<file path="config.mk">
export PLATFORM = sky130hd
export DESIGN_NAME = mdio_master
export DESIGN_NICKNAME = d
export VERILOG_FILES = /design/src/rtl/mdio_pkg.sv /design/src/rtl/mdio_clkgen.sv /design/src/rtl/mdio_shifter.sv /design/src/rtl/mdio_master.sv
export SDC_FILE = /design/constraint.sdc
export NUM_CORES = 1
export LEC_CHECK = 0
export CAP_MARGIN = 15
export CELL_PAD_IN_SITES_DETAIL_PLACEMENT = 1
export CELL_PAD_IN_SITES_GLOBAL_PLACEMENT = 2
export CORE_MARGIN = 2
export CORE_UTILIZATION = 35
export DETAILED_ROUTE_END_ITERATION = 16
export GPL_ROUTABILITY_DRIVEN = 0
export HOLD_SLACK_MARGIN = 0.06
export MAX_ROUTING_LAYER = met4
export PLACE_DENSITY = 0.84
export SKIP_CTS_REPAIR_TIMING = 1
export SYNTH_ARGS = -nofsm -noshare
export SYNTH_HDL_FRONTEND = slang
export SYNTH_SLANG_ARGS = --single-unit
</file>
<file path="constraint.sdc">
create_clock -name clk_i -period 3.1 [get_ports clk_i]
set_input_delay 0.465 -clock clk_i [delete_from_list [all_inputs] [get_ports clk_i]]
set_output_delay 0.465 -clock clk_i [all_outputs]
set_load 0.02 [all_outputs]
</file>
<file path="src/rtl/mdio_pkg.sv">
package mdio_pkg;
  typedef enum logic [1:0] {
    SEL_CTRL = 2'd0,
    SEL_CMD  = 2'd1,
    SEL_PRES = 2'd2,
    SEL_NONE = 2'd3
  } reg_sel_e;

  localparam int CMD_GO_BIT   = 31;
  localparam int CMD_WR_BIT   = 30;
  localparam int CMD_ACK_BIT  = 29;
  localparam int CTRL_IDLE_BIT = 31;
  localparam int CTRL_EN_BIT  = 30;
  localparam int PREAMBLE_LEN = 32;
endpackage

</file>
<file path="src/rtl/mdio_clkgen.sv">
module mdio_clkgen #(
  parameter int DIV_W = 8
) (
  input  logic             clk_i,
  input  logic             rst_ni,
  input  logic             start_i,
  input  logic             run_i,
  input  logic [DIV_W-1:0] div_i,
  output logic             mdc_o,
  output logic             rise_o,
  output logic             fall_o
);
  logic [DIV_W-1:0] eff_q, cnt_q;
  logic [DIV_W:0]   half;

  assign half = ({1'b0, eff_q} + 1'b1) >> 1;

  always_ff @(posedge clk_i or negedge rst_ni) begin
    if (!rst_ni) begin
      eff_q <= DIV_W'(1);
      cnt_q <= '0;
    end else if (start_i) begin
      eff_q <= (div_i == '0) ? DIV_W'(1) : div_i;  // divider latched per frame
      cnt_q <= '0;
    end else if (run_i) begin
      cnt_q <= (cnt_q == eff_q) ? '0 : cnt_q + 1'b1;
    end else begin
      cnt_q <= '0;
    end
  end

  assign rise_o = run_i && ({1'b0, cnt_q} == half - 1'b1);
  assign fall_o = run_i && (cnt_q == eff_q);
  assign mdc_o  = run_i && ({1'b0, cnt_q} >= half);
endmodule

</file>
<file path="src/rtl/mdio_shifter.sv">
module mdio_shifter #(
  parameter int PHY_W  = 5,
  parameter int REG_W  = 5,
  parameter int DATA_W = 16
) (
  input  logic              clk_i,
  input  logic              rst_ni,
  input  logic              start_i,
  input  logic              wr_i,
  input  logic [PHY_W-1:0]  phy_i,
  input  logic [REG_W-1:0]  reg_i,
  input  logic [DATA_W-1:0] data_i,
  input  logic              rise_i,
  input  logic              fall_i,
  input  logic              mdio_i,
  output logic              busy_o,
  output logic              mdio_o,
  output logic              mdio_oe_o,
  output logic              done_o,
  output logic              ack_o,
  output logic [DATA_W-1:0] rdata_o
);
  import mdio_pkg::*;
  localparam int TA_POS = PREAMBLE_LEN + 4 + PHY_W + REG_W;
  localparam int D_POS  = TA_POS + 2;
  localparam int NBITS  = D_POS + DATA_W;
  localparam int IW     = $clog2(NBITS);
  localparam logic [IW-1:0] TA_I   = IW'(TA_POS);
  localparam logic [IW-1:0] TA2_I  = IW'(TA_POS + 1);
  localparam logic [IW-1:0] D_I    = IW'(D_POS);
  localparam logic [IW-1:0] LAST_I = IW'(NBITS - 1);

  logic [NBITS-1:0]  sr_q;
  logic [IW-1:0]     idx_q;
  logic              busy_q, rd_q, ack_q;
  logic [DATA_W-1:0] rdat_q;
  logic              last;

  assign last = (idx_q == LAST_I);

  always_ff @(posedge clk_i or negedge rst_ni) begin
    if (!rst_ni) begin
      sr_q   <= '0;
      idx_q  <= '0;
      busy_q <= 1'b0;
      rd_q   <= 1'b0;
      ack_q  <= 1'b0;
      rdat_q <= '0;
    end else if (start_i) begin
      sr_q   <= {{PREAMBLE_LEN{1'b1}}, 2'b01, (wr_i ? 2'b01 : 2'b10), phy_i, reg_i,
                 2'b10, (wr_i ? data_i : {DATA_W{1'b0}})};
      idx_q  <= '0;
      busy_q <= 1'b1;
      rd_q   <= !wr_i;
      ack_q  <= 1'b0;
    end else if (busy_q) begin
      if (rise_i && rd_q) begin
        if (idx_q == TA2_I) ack_q <= !mdio_i;
        if (idx_q >= D_I)   rdat_q <= {rdat_q[DATA_W-2:0], mdio_i};
      end
      if (fall_i) begin
        if (last) begin
          busy_q <= 1'b0;
        end else begin
          idx_q <= idx_q + 1'b1;
          sr_q  <= sr_q << 1;
        end
      end
    end
  end

  assign busy_o    = busy_q;
  assign done_o    = busy_q && fall_i && last;
  assign mdio_o    = sr_q[NBITS-1];
  assign mdio_oe_o = busy_q && !(rd_q && idx_q >= TA_I);
  assign ack_o     = ack_q;
  assign rdata_o   = rdat_q;
endmodule

</file>
<file path="src/rtl/mdio_master.sv">
module mdio_master #(
  parameter int DIV_W  = 8,
  parameter int PHY_W  = 5,
  parameter int REG_W  = 5,
  parameter int DATA_W = 16
) (
  input  logic        clk_i,
  input  logic        rst_ni,
  input  logic        reg_we_i,
  input  logic [1:0]  reg_addr_i,
  input  logic [31:0] reg_wdata_i,
  output logic [31:0] reg_rdata_o,
  output logic        mdc_o,
  output logic        mdio_o,
  output logic        mdio_oe_o,
  input  logic        mdio_i
);
  import mdio_pkg::*;
  localparam int NPHY    = 1 << PHY_W;
  localparam int PHY_LSB = DATA_W;
  localparam int REG_LSB = DATA_W + PHY_W;
  localparam int PAD_CMD = CMD_ACK_BIT - REG_LSB - REG_W;
  localparam int PAD_CTL = CTRL_EN_BIT - DIV_W;

  logic [DIV_W-1:0]  div_q;
  logic              en_q, wr_q, ack_q;
  logic [PHY_W-1:0]  phy_q;
  logic [REG_W-1:0]  reg_q;
  logic [DATA_W-1:0] data_q;
  logic [NPHY-1:0]   pres_q;

  logic busy, done, s_ack, rise, fall, cmd_we, start;
  logic [DATA_W-1:0] s_rdata;
  reg_sel_e sel;

  assign sel    = reg_sel_e'(reg_addr_i);
  assign cmd_we = reg_we_i && (sel == SEL_CMD) && !busy;
  assign start  = cmd_we && reg_wdata_i[CMD_GO_BIT] && en_q;

  always_ff @(posedge clk_i or negedge rst_ni) begin
    if (!rst_ni) begin
      div_q  <= '0;
      en_q   <= 1'b0;
      wr_q   <= 1'b0;
      ack_q  <= 1'b0;
      phy_q  <= '0;
      reg_q  <= '0;
      data_q <= '0;
      pres_q <= '0;
    end else begin
      if (reg_we_i && sel == SEL_CTRL) begin
        div_q <= reg_wdata_i[DIV_W-1:0];
        en_q  <= reg_wdata_i[CTRL_EN_BIT];
      end
      if (cmd_we) begin
        wr_q   <= reg_wdata_i[CMD_WR_BIT];
        ack_q  <= 1'b0;
        reg_q  <= reg_wdata_i[REG_LSB +: REG_W];
        phy_q  <= reg_wdata_i[PHY_LSB +: PHY_W];
        data_q <= reg_wdata_i[DATA_W-1:0];
      end else if (done && !wr_q) begin
        ack_q  <= s_ack;
        data_q <= s_rdata;
        if (s_ack) pres_q[phy_q] <= 1'b1;
      end
    end
  end

  always_comb begin
    unique case (sel)
      SEL_CTRL: reg_rdata_o = {!busy, en_q, {PAD_CTL{1'b0}}, div_q};
      SEL_CMD:  reg_rdata_o = {busy, wr_q, ack_q, {PAD_CMD{1'b0}}, reg_q, phy_q, data_q};
      SEL_PRES: reg_rdata_o = 32'(pres_q);
      default:  reg_rdata_o = '0;
    endcase
  end

  mdio_clkgen #(.DIV_W(DIV_W)) u_clk (
    .clk_i  (clk_i),
    .rst_ni (rst_ni),
    .start_i(start),
    .run_i  (busy),
    .div_i  (div_q),
    .mdc_o  (mdc_o),
    .rise_o (rise),
    .fall_o (fall)
  );

  mdio_shifter #(.PHY_W(PHY_W), .REG_W(REG_W), .DATA_W(DATA_W)) u_shf (
    .clk_i    (clk_i),
    .rst_ni   (rst_ni),
    .start_i  (start),
    .wr_i     (reg_wdata_i[CMD_WR_BIT]),
    .phy_i    (reg_wdata_i[PHY_LSB +: PHY_W]),
    .reg_i    (reg_wdata_i[REG_LSB +: REG_W]),
    .data_i   (reg_wdata_i[DATA_W-1:0]),
    .rise_i   (rise),
    .fall_i   (fall),
    .mdio_i   (mdio_i),
    .busy_o   (busy),
    .mdio_o   (mdio_o),
    .mdio_oe_o(mdio_oe_o),
    .done_o   (done),
    .ack_o    (s_ack),
    .rdata_o  (s_rdata)
  );
endmodule

</file>
Word level (Yosys, flattened, before mapping)
Index checks and enable logic that the tools add are counted.

word-level totals
  bits in registers = 174
  input bits = 38
  logic and storage cells = 95

operators by class
  add/sub/neg operators = 4
  magnitude comparators = 5
  equality and inequality tests = 7
  multiplexer cells = 29
  bitwise operators = 3
  reductions and logical operators = 31

operator list
  operator                                                                       number
  64-bit two-way mux                                                             4
  32-bit case mux with 3 select lines                                            1
  16-bit two-way mux                                                             3
  8-bit two-way mux                                                              4
  32-bit bitwise OR                                                              1
  6-bit two-way mux                                                              4
  1-bit logical AND                                                              15
  6-bit equality test (second input constant)                                    2
  6-bit >= comparator (second input constant)                                    2
  1-bit two-way mux                                                              11
  2-bit nonzero test                                                             5
  8-bit by 1-bit adder with 9-bit output (second input constant)                 1
  8-bit by 9-bit equality test with 1-bit output                                 1
  3-bit AND reduction                                                            3
  8-bit by 1-bit subtractor with 9-bit output (second input constant)            1
  8-bit by 1-bit adder with 8-bit output (second input constant)                 1
  8-bit equality test                                                            1
  8-bit >= comparator                                                            1
  8-bit zero test                                                                1
  6-bit by 1-bit adder with 6-bit output (second input constant)                 1
  5-bit by 6-bit less-than comparator with 1-bit output (second input constant)  1
  1-bit demux with 5-bit select                                                  1
  5-bit by 1-bit >= comparator with 1-bit output (second input constant)         1
  1-bit zero test                                                                5
  7 further kinds                                                                8

Depth between registers and ports, before layout
Gate-level depths: netlist of run 1.

  depth in word-level cells = 8
  mapped depth = 10

By module
From an unflattened synthesis of run 1, not the netlist that was laid out.

unflattened totals
  cell total of the unflattened synthesis = 852
  area, all modules = 9081.2 um2

by module, submodules not included
  module        instances  cells each  area an instance (um2)  seq. area each (um2)
  mdio_shifter  1          413         4485.6                  2227.1
  mdio_master   1          294         3208.1                  1726.7
  mdio_clkgen   1          145         1387.6                  401.6

Worst setup path before layout of run 1
OpenSTA, ideal clock, no wires.

  path kind = flip-flop to output port
  start point = reg u_clk.eff_q[0]
  end point = out mdc_o
  arrival time = 2663 ps
  setup slack = -28 ps
  stages on the path, launching flop included = 10
  path buffers = 1
  cells stage by stage = dfstp_2 -> ha_1 -> and3_1 -> buf_2 -> xnor2_2 -> ha_1 -> a21oi_1 -> maj3_1 -> maj3_1 -> o21ai_0

on the way
  cells in the longest elaborated chain, start to end = 3

RTL lines
  element                                 line               RTL
  start: declaration                      mdio_clkgen.sv:13  logic [DIV_W-1:0] eff_q, cnt_q;
  start signal: assignment                mdio_clkgen.sv:23  eff_q <= (div_i == '0) ? DIV_W'(1) : div_i;
  8-bit by 1-bit adder with 9-bit output  mdio_clkgen.sv:16  assign half = ({1'b0, eff_q} + 1'b1) >> 1;
  8-bit >= comparator                     mdio_clkgen.sv:34  assign mdc_o = run_i && ({1'b0, cnt_q} >= half);
  1-bit logical AND                       mdio_clkgen.sv:34
  end: declaration                        mdio_master.sv:13  output logic mdc_o,

No other way between the ends.

Final worst setup path of run 1
Same ends and word-level chain as after synthesis.

==> flow_metrics.py, run 1 <==
metrics = {
    "outcome": {
        "status": "complete, but fails checks",
        "violations": "negative setup slack",
    },
    "drt": {
        "drt.antenna.violating_nets": 0,
        "vias": 6157,
        "drc_errors": 0,
        "drt_iter0_markers": 402,
        "drt-pass1-iter-count": 5,
        "drt-wirelength-per-cell_um": 18.5,
        "wl_um": 21900,
        "routed_via_density": 5.21,
    },
    "synth": {
        "ys_warn_count": 0,
        "ys_async_sr_fraction": 1.00,
        "ys.flop_type": "dfrtp_1",
        "syn-num-nets": 817,
        "avgSynthCellArea_um2": 10.8,
        "ys_ff_latch": 174,
        "synth_area_leader_cell": "dfrtp_1",
        "synth_top_area_frac": 0.522,
        "synth_area_um2": 8290,
        "syn_inst": 769,
        "seq_area_frac_synth": 0.525,
        "synth_area_leaders": "dfrtp_1 52%, nand2_1 4.8%, a21o_1 3.9%",
        "synth-edff-count": 0,
        "synth_cell_types": 70,
    },
    "grt": {
        "grtUsageTotal": 0.183,
        "grt_max_degree": 106,
        "grt_pass1_wl_um": 34600,
        "grt_pass1_vias": 6346,
        "antenna_found_initial": 0,
        "gr-total-overflow": 0,
    },
    "sta": {
        "worst_slew_pin_slew_ns": 1.24,
        "finalHoldViolCount": 0,
        "finalSetupViolCount": 17,
        "fin_skew_ns": 0.0190,
        "fin_crit_sh": 1.05,
        "whs_ns": 0.455,
        "slew_violations": 0,
        "setup_slack_ns": -0.146,
        "slew_headroom": 0.168,
        "fmax_ghz": 0.308,
        "fin_crit_ns": 3.25,
        "rsz0062_at_grt": "yes",
    },
    "power_and_ir_drop": {
        "fin_total_pwr_uw": 8960,
        "vdd_ir_drop_max_uv": 406,
        "p_leak_uw": 0.00489,
        "p_per_area_nw_per_um2": 867,
    },
    "cells_and_area": {
        "final_common_cell": "dfrtp_1",
        "area_growth_syn_to_layout_pct": 24.6,
        "layout_common_cells": "173 x dfrtp_1, 105 x nand2_1, 66 x clkdlybuf4s50_1, 57 x nor2_1, 52 x o21ai_0",
        "nNetsFinal": 897,
        "fill_cells": 2531,
        "fin_cells": 1181,
        "drive_above_1_share": 0.181,
        "antenna_cells": 0,
        "final_cell_area_um2": 10300,
    },
    "floorplan": {
        "rows": 56,
        "coreArea_um2": 23300,
        "initial_utilization": 0.355,
        "die_w_um": 158,
        "die_h_um": 158,
        "die_area_um2": 24900,
        "io_pins": 73,
    },
    "critical_path": {
        "startpoint_type": "flop",
        "endpoint_kind": "primary output",
        "cp.arrival_ns": 2.78,
        "critical_path_class": "flop to primary output",
        "crit_fanout": 2,
        "crit_required_ns": 2.63,
    },
    "cts": {
        "cts-root-buf": "clkbuf_16",
        "numClockSinks": 174,
        "cts_buffers": 17,
        "worstSkewPairLatency_ns": 0.44,
        "h-tree-depth": 4,
        "clockBufferDepth": 2,
        "cts.clk_slew.worst_paths_ns": 0.08,
        "cts_tree": "done",
    },
    "place": {
        "pre_cts_ws_ns": -0.342,
        "dp.cells": 1143,
        "place.port_buffers": 68,
        "placed_area_um2": 9550,
        "place_hpwl_um": 14600,
    },
    "hold_path": {
        "hold_class": "flop to flop",
    },
    "job": {
        "drv_cap": 0,
    },
}
[critical path, stage by stage, from the launching register on]
cell	delay, ns
dfstp_2	0.58
ha_4	0.22
ha_4	0.26
nand2b_4	0.11
a21o_1	0.12
a21o_1	0.12
a21oi_2	0.05
maj3_2	0.30
maj3_2	0.32
o21ai_1	0.12
buf_4	0.15
[cell usage after synthesis, drive strengths merged (6+ instances only)]
library cell  count
dfrtp           173
nand2           106
nor2             57
o21ai            55
a21o             43
clkbuf           38
mux2             36
a22o             35
xnor2            25
inv              23
buf              18
a222oi           15
nand3            13
mux2i            11
ha               10
xor2             10
a22oi             9
a41o              8
nor3b             8
nor3              7
and2              6
and3              6
[through the flow]
stage / utilization / TNS [ns]
after floorplan: - / 0
after global placement: 0.409 / -0.326
after detailed placement: 0.409 / -0.342
after CTS: 0.435 / -1.07
after global routing: 0.443 / -3.47
final: 0.443 / -2.07
[power breakdown]
part	internal (uW)	total [uW]	switching, uW
Combinational	1520	3210	1680
Clock	1080	2140	1050
Sequential	2980	3610	629
Total	5590	8960	3370
[metal layers]
layer,track usage,vias to the layer above,part of all wire
li1,-,2866,-
met1,0.251,3165,0.47
met2,0.289,111,0.49
met3,0.0309,15,0.036
met4,0.0364,0,0.0094
met5,-,-,0
[area by class of cell]
| class | instances | area [um^2] | share of cell area |
|---|---|---|---|
| Inverter | 23 | 86.3 | 0.00835 |
| Multi-Input combinational cell | 516 | 3730 | 0.361 |
| Clock buffer | 17 | 425 | 0.0412 |
| Timing Repair Buffer | 117 | 1170 | 0.113 |
| Sequential cell | 174 | 4360 | 0.421 |
| Tap cell | 319 | 399 | 0.0386 |
| Clock inverter | 15 | 169 | 0.0163 |
[sequential cells by signal (all words and copies together) (netlist names)]
signal and cells:
u_shf.sr_q 64, u_shf.busy_o 1, pres_q 32, phy_q 5
data_q 16, en_q 1, reg_q 5, ack_q 1
u_shf.rdata_o 16, u_clk.eff_q 8, u_clk.cnt_q 8, u_shf.ack_o 1
u_shf.idx_q 6, u_shf.rd_q 1, wr_q 1, div_q 8
[path summary, 6_finish.rpt]
| path | startpoint | end | slack, ns | cells after the start |
|---|---|---|---|---|
| worst max register to register | u_clk.eff_q[0]$_DFFE_PN1P_ | u_shf.rdata_o[1]$_DFFE_PN0P_ | -0.14 | 12 |
| max in group asynchronous | rst_ni | u_shf.sr_q[42]$_DFFE_PN0P_ | 1.71 | 3 |
| min in group asynchronous | rst_ni | pres_q[4]$_DFFE_PN0P_ | 0.57 | 2 |
| worst min register to register | pres_q[26]$_DFFE_PN0P_ | pres_q[26]$_DFFE_PN0P_ | 0.46 | 1 |
| worst max-delay path | u_clk.eff_q[0]$_DFFE_PN1P_ | mdc_o | -0.15 | 10 |
| worst min-delay path | pres_q[26]$_DFFE_PN0P_ | pres_q[26]$_DFFE_PN0P_ | 0.46 | 1 |
[kinds of logic (layout without fill, tap and decap cells)]
group / after synthesis / count (layout) / synth area share
multiplexers: 47 / 47 / 0.0667
adder cells (fa/ha/maj): 12 / 12 / 0.0175
AND/OR/NAND/NOR: 231 / 231 / 0.132
XOR/XNOR: 37 / 37 / 0.0451
buffers and inverters: 79 / 172 / 0.0412
flip-flops: 174 / 174 / 0.525
AO/OA/AOI/OAI: 189 / 189 / 0.172
Power figures use the tool's default switching activity.
==> inputs of run 2 (changes only) <==
- CAP_MARGIN: 15 -> 10
- CTS_CLUSTER_DIAMETER: not set -> 60
==> results of run 2 <==
Final layout, timing and power as in run 1 (identical DEF).
==> inputs of run 3 (changes only) <==
- REMOVE_ABC_BUFFERS: not set -> 1
- SKIP_CTS_REPAIR_TIMING: 1 -> not set
==> run 3 against run 2 <==
  * Via count is 0.50% higher
  * Hold slack worse by 0.0038 ns
  * Setup slack better by 0.075 ns
  * Sequential cell count stayed put
  * The run still ends with negative setup slack left
  * Critical path depth stayed put
  * Sequential power hardly changed
  * Clock-buffer cell count stayed put
  * Cell count is 0.51% higher
  * First-iteration DRC count is 3.5% lower
  * Maximum frequency is 2.4% higher
  * Routed wire length is 0.68% lower
==> flow_metrics.py, run 3 (synthesis gave the netlist of run 1 again) <==
metrics = {
    "grt": {
        "grt_pass1_vias": 6431,
        "grt_pass1_wl_um": 34900,
        "grt_max_degree": 80,
        "grtUsageTotal": 0.186,
        "gr-total-overflow": 0,
        "antenna_found_initial": 0,
    },
    "sta": {
        "finalHoldViolCount": 0,
        "rsz0062_at_grt": "yes",
        "slew_violations": 0,
        "fin_crit_ns": 3.17,
        "fin_crit_sh": 1.02,
        "slew_headroom": 0.210,
        "worst_slew_pin_slew_ns": 1.18,
        "finalSetupViolCount": 1,
        "setup_slack_ns": -0.0718,
        "fin_skew_ns": 0.0125,
        "fmax_ghz": 0.315,
    },
    "cts": {
        "numClockSinks": 174,
        "clockBufferDepth": 2,
        "cts_tree": "done",
        "worstSkewPairLatency_ns": 0.44,
        "cts.clk_slew.worst_paths_ns": 0.08,
        "h-tree-depth": 4,
        "cts-root-buf": "clkbuf_16",
        "cts_buffers": 17,
    },
    "cells_and_area": {
        "largestRegisters": "u_shf.sr_q x64, pres_q x32",
        "top_register": "u_shf.sr_q",
        "final_cell_area_um2": 10400,
        "nNetsFinal": 903,
        "largest_reg_flops": 64,
        "antenna_cells": 0,
        "drive_above_1_share": 0.187,
        "layout_common_cells": "173 x dfrtp_1, 105 x nand2_1, 66 x clkdlybuf4s50_1, 56 x nor2_1, 51 x o21ai_0",
        "final_common_cell": "dfrtp_1",
        "area_growth_syn_to_layout_pct": 25.0,
    },
    "drt": {
        "drt-wirelength-per-cell_um": 18.3,
        "wl_um": 21700,
        "drt_iter0_markers": 388,
        "drc_errors": 0,
        "drt.antenna.violating_nets": 0,
        "drt-pass1-iter-count": 9,
        "vias": 6188,
        "routed_via_density": 5.21,
    },
    "critical_path": {
        "crit_required_ns": 2.63,
        "r2r_cells": 11,
        "rr_startpoint": "u_clk.eff_q[0]$_DFFE_PN1P_",
        "r2r_end": "u_shf.rdata_o[10]$_DFFE_PN0P_",
        "r2r_slack_ns": 0.07,
        "crit_end": "mdc_o",
        "critical_path_class": "flop to primary output",
        "startpoint_type": "flop",
        "cp.arrival_ns": 2.71,
        "crit_fanout": 2,
        "worstSetupStartpoint": "u_clk.eff_q[0]$_DFFE_PN1P_",
        "endpoint_kind": "primary output",
    },
    "place": {
        "place.port_buffers": 68,
        "pre_cts_ws_ns": -0.305,
        "place_hpwl_um": 15100,
        "placed_area_um2": 9590,
    },
    "floorplan": {
        "initial_utilization": 0.355,
        "die_w_um": 158,
        "rows": 56,
        "coreArea_um2": 23300,
        "die_area_um2": 24900,
        "die_h_um": 158,
        "io_pins": 73,
    },
    "hold_path": {
        "hold_class": "flop to flop",
    },
    "power_and_ir_drop": {
        "p_per_area_nw_per_um2": 862,
        "vdd_ir_drop_max_uv": 368,
        "p_leak_uw": 0.00494,
    },
    "outcome": {
        "status": "complete, but fails checks",
        "violations": "negative setup slack",
    },
    "job": {
        "drv_cap": 0,
    },
}
run 3: timing repair:
| action | 4_1_cts | 5_1_grt |
|---|---|---|
| buffers inserted | 1 | 3 |
| hold buffers | 1 | 0 |
| gates cloned | 0 | 1 |
| endpoints found under the setup margin | 17 | 18 |
| hold endpoints to repair | 57 | 0 |
| pin swaps | 9 | 6 |
| gates resized for setup | 24 | 9 |
run 3: per-stage QoR:
step                      utilization  hold slack (ns)  instances  TNS, ns  total power [uW]
after global placement          0.411            0.434       1149   -0.309              6480
after detailed placement        0.411            0.437       1149    -1.43              6610
after CTS                       0.441            0.455       1183   -0.115              8950
final                           0.444            0.451       1187  -0.0718              8940
after floorplan                     -            0.169        713  -535.69              5480
after global routing            0.444            0.480       1187   -0.445              9550
run 3: cell type report:
type                       count  area, um^2
timing repair buffer         123        1200
clock inverter                15         176
fill                        2522       13000
sequential                   174        4360
tap                          319         399
clock buffer                  17         425
inverter                      23        86.3
multi-input combinational    516        3730
run 3: where the power goes:
| group | total [uW] | switching (uW) | leakage, uW | internal, uW |
|---|---|---|---|---|
| Combinational | 3140 | 1600 | 0.00241 | 1540 |
| Sequential | 3610 | 627 | 0.00224 | 2980 |
| Clock | 2190 | 1030 | 0.000292 | 1160 |
| Total | 8940 | 3260 | 0.00494 | 5670 |
run 3: metal layers:
metal  vias up  wire [um]  track usage  part of all wire
li1       2893          -            -                 -
met1      3162      10200        0.250              0.47
met2       110      10500        0.292              0.48
met3        23        706       0.0296             0.032
met4         0        359       0.0571             0.017
met5         -          0            -                 0
run 3: worst max-delay path, cell delays in order (launching register included):
cell and delay [ns]:
dfstp_2 0.56, ha_4 0.21, ha_4 0.26, nand2b_4 0.10
a21o_1 0.10, a21o_1 0.12, a21oi_2 0.05, maj3_2 0.30
maj3_2 0.31, o21ai_2 0.12, buf_6 0.13
run 3: worst min path at each step:
stage                           start                endpoint  depth (start not counted)
5_1_grt         pres_q[6]$_DFFE_PN0P_   pres_q[6]$_DFFE_PN0P_                          1
2_1_floorplan                  rst_ni       ack_q$_DFFE_PN0P_                          0
6_report       pres_q[26]$_DFFE_PN0P_  pres_q[26]$_DFFE_PN0P_                          1
3_3_place_gp   pres_q[26]$_DFFE_PN0P_  pres_q[26]$_DFFE_PN0P_                          1
4_1_cts        pres_q[26]$_DFFE_PN0P_  pres_q[26]$_DFFE_PN0P_                          1
3_5_place_dp   pres_q[26]$_DFFE_PN0P_  pres_q[26]$_DFFE_PN0P_                          1
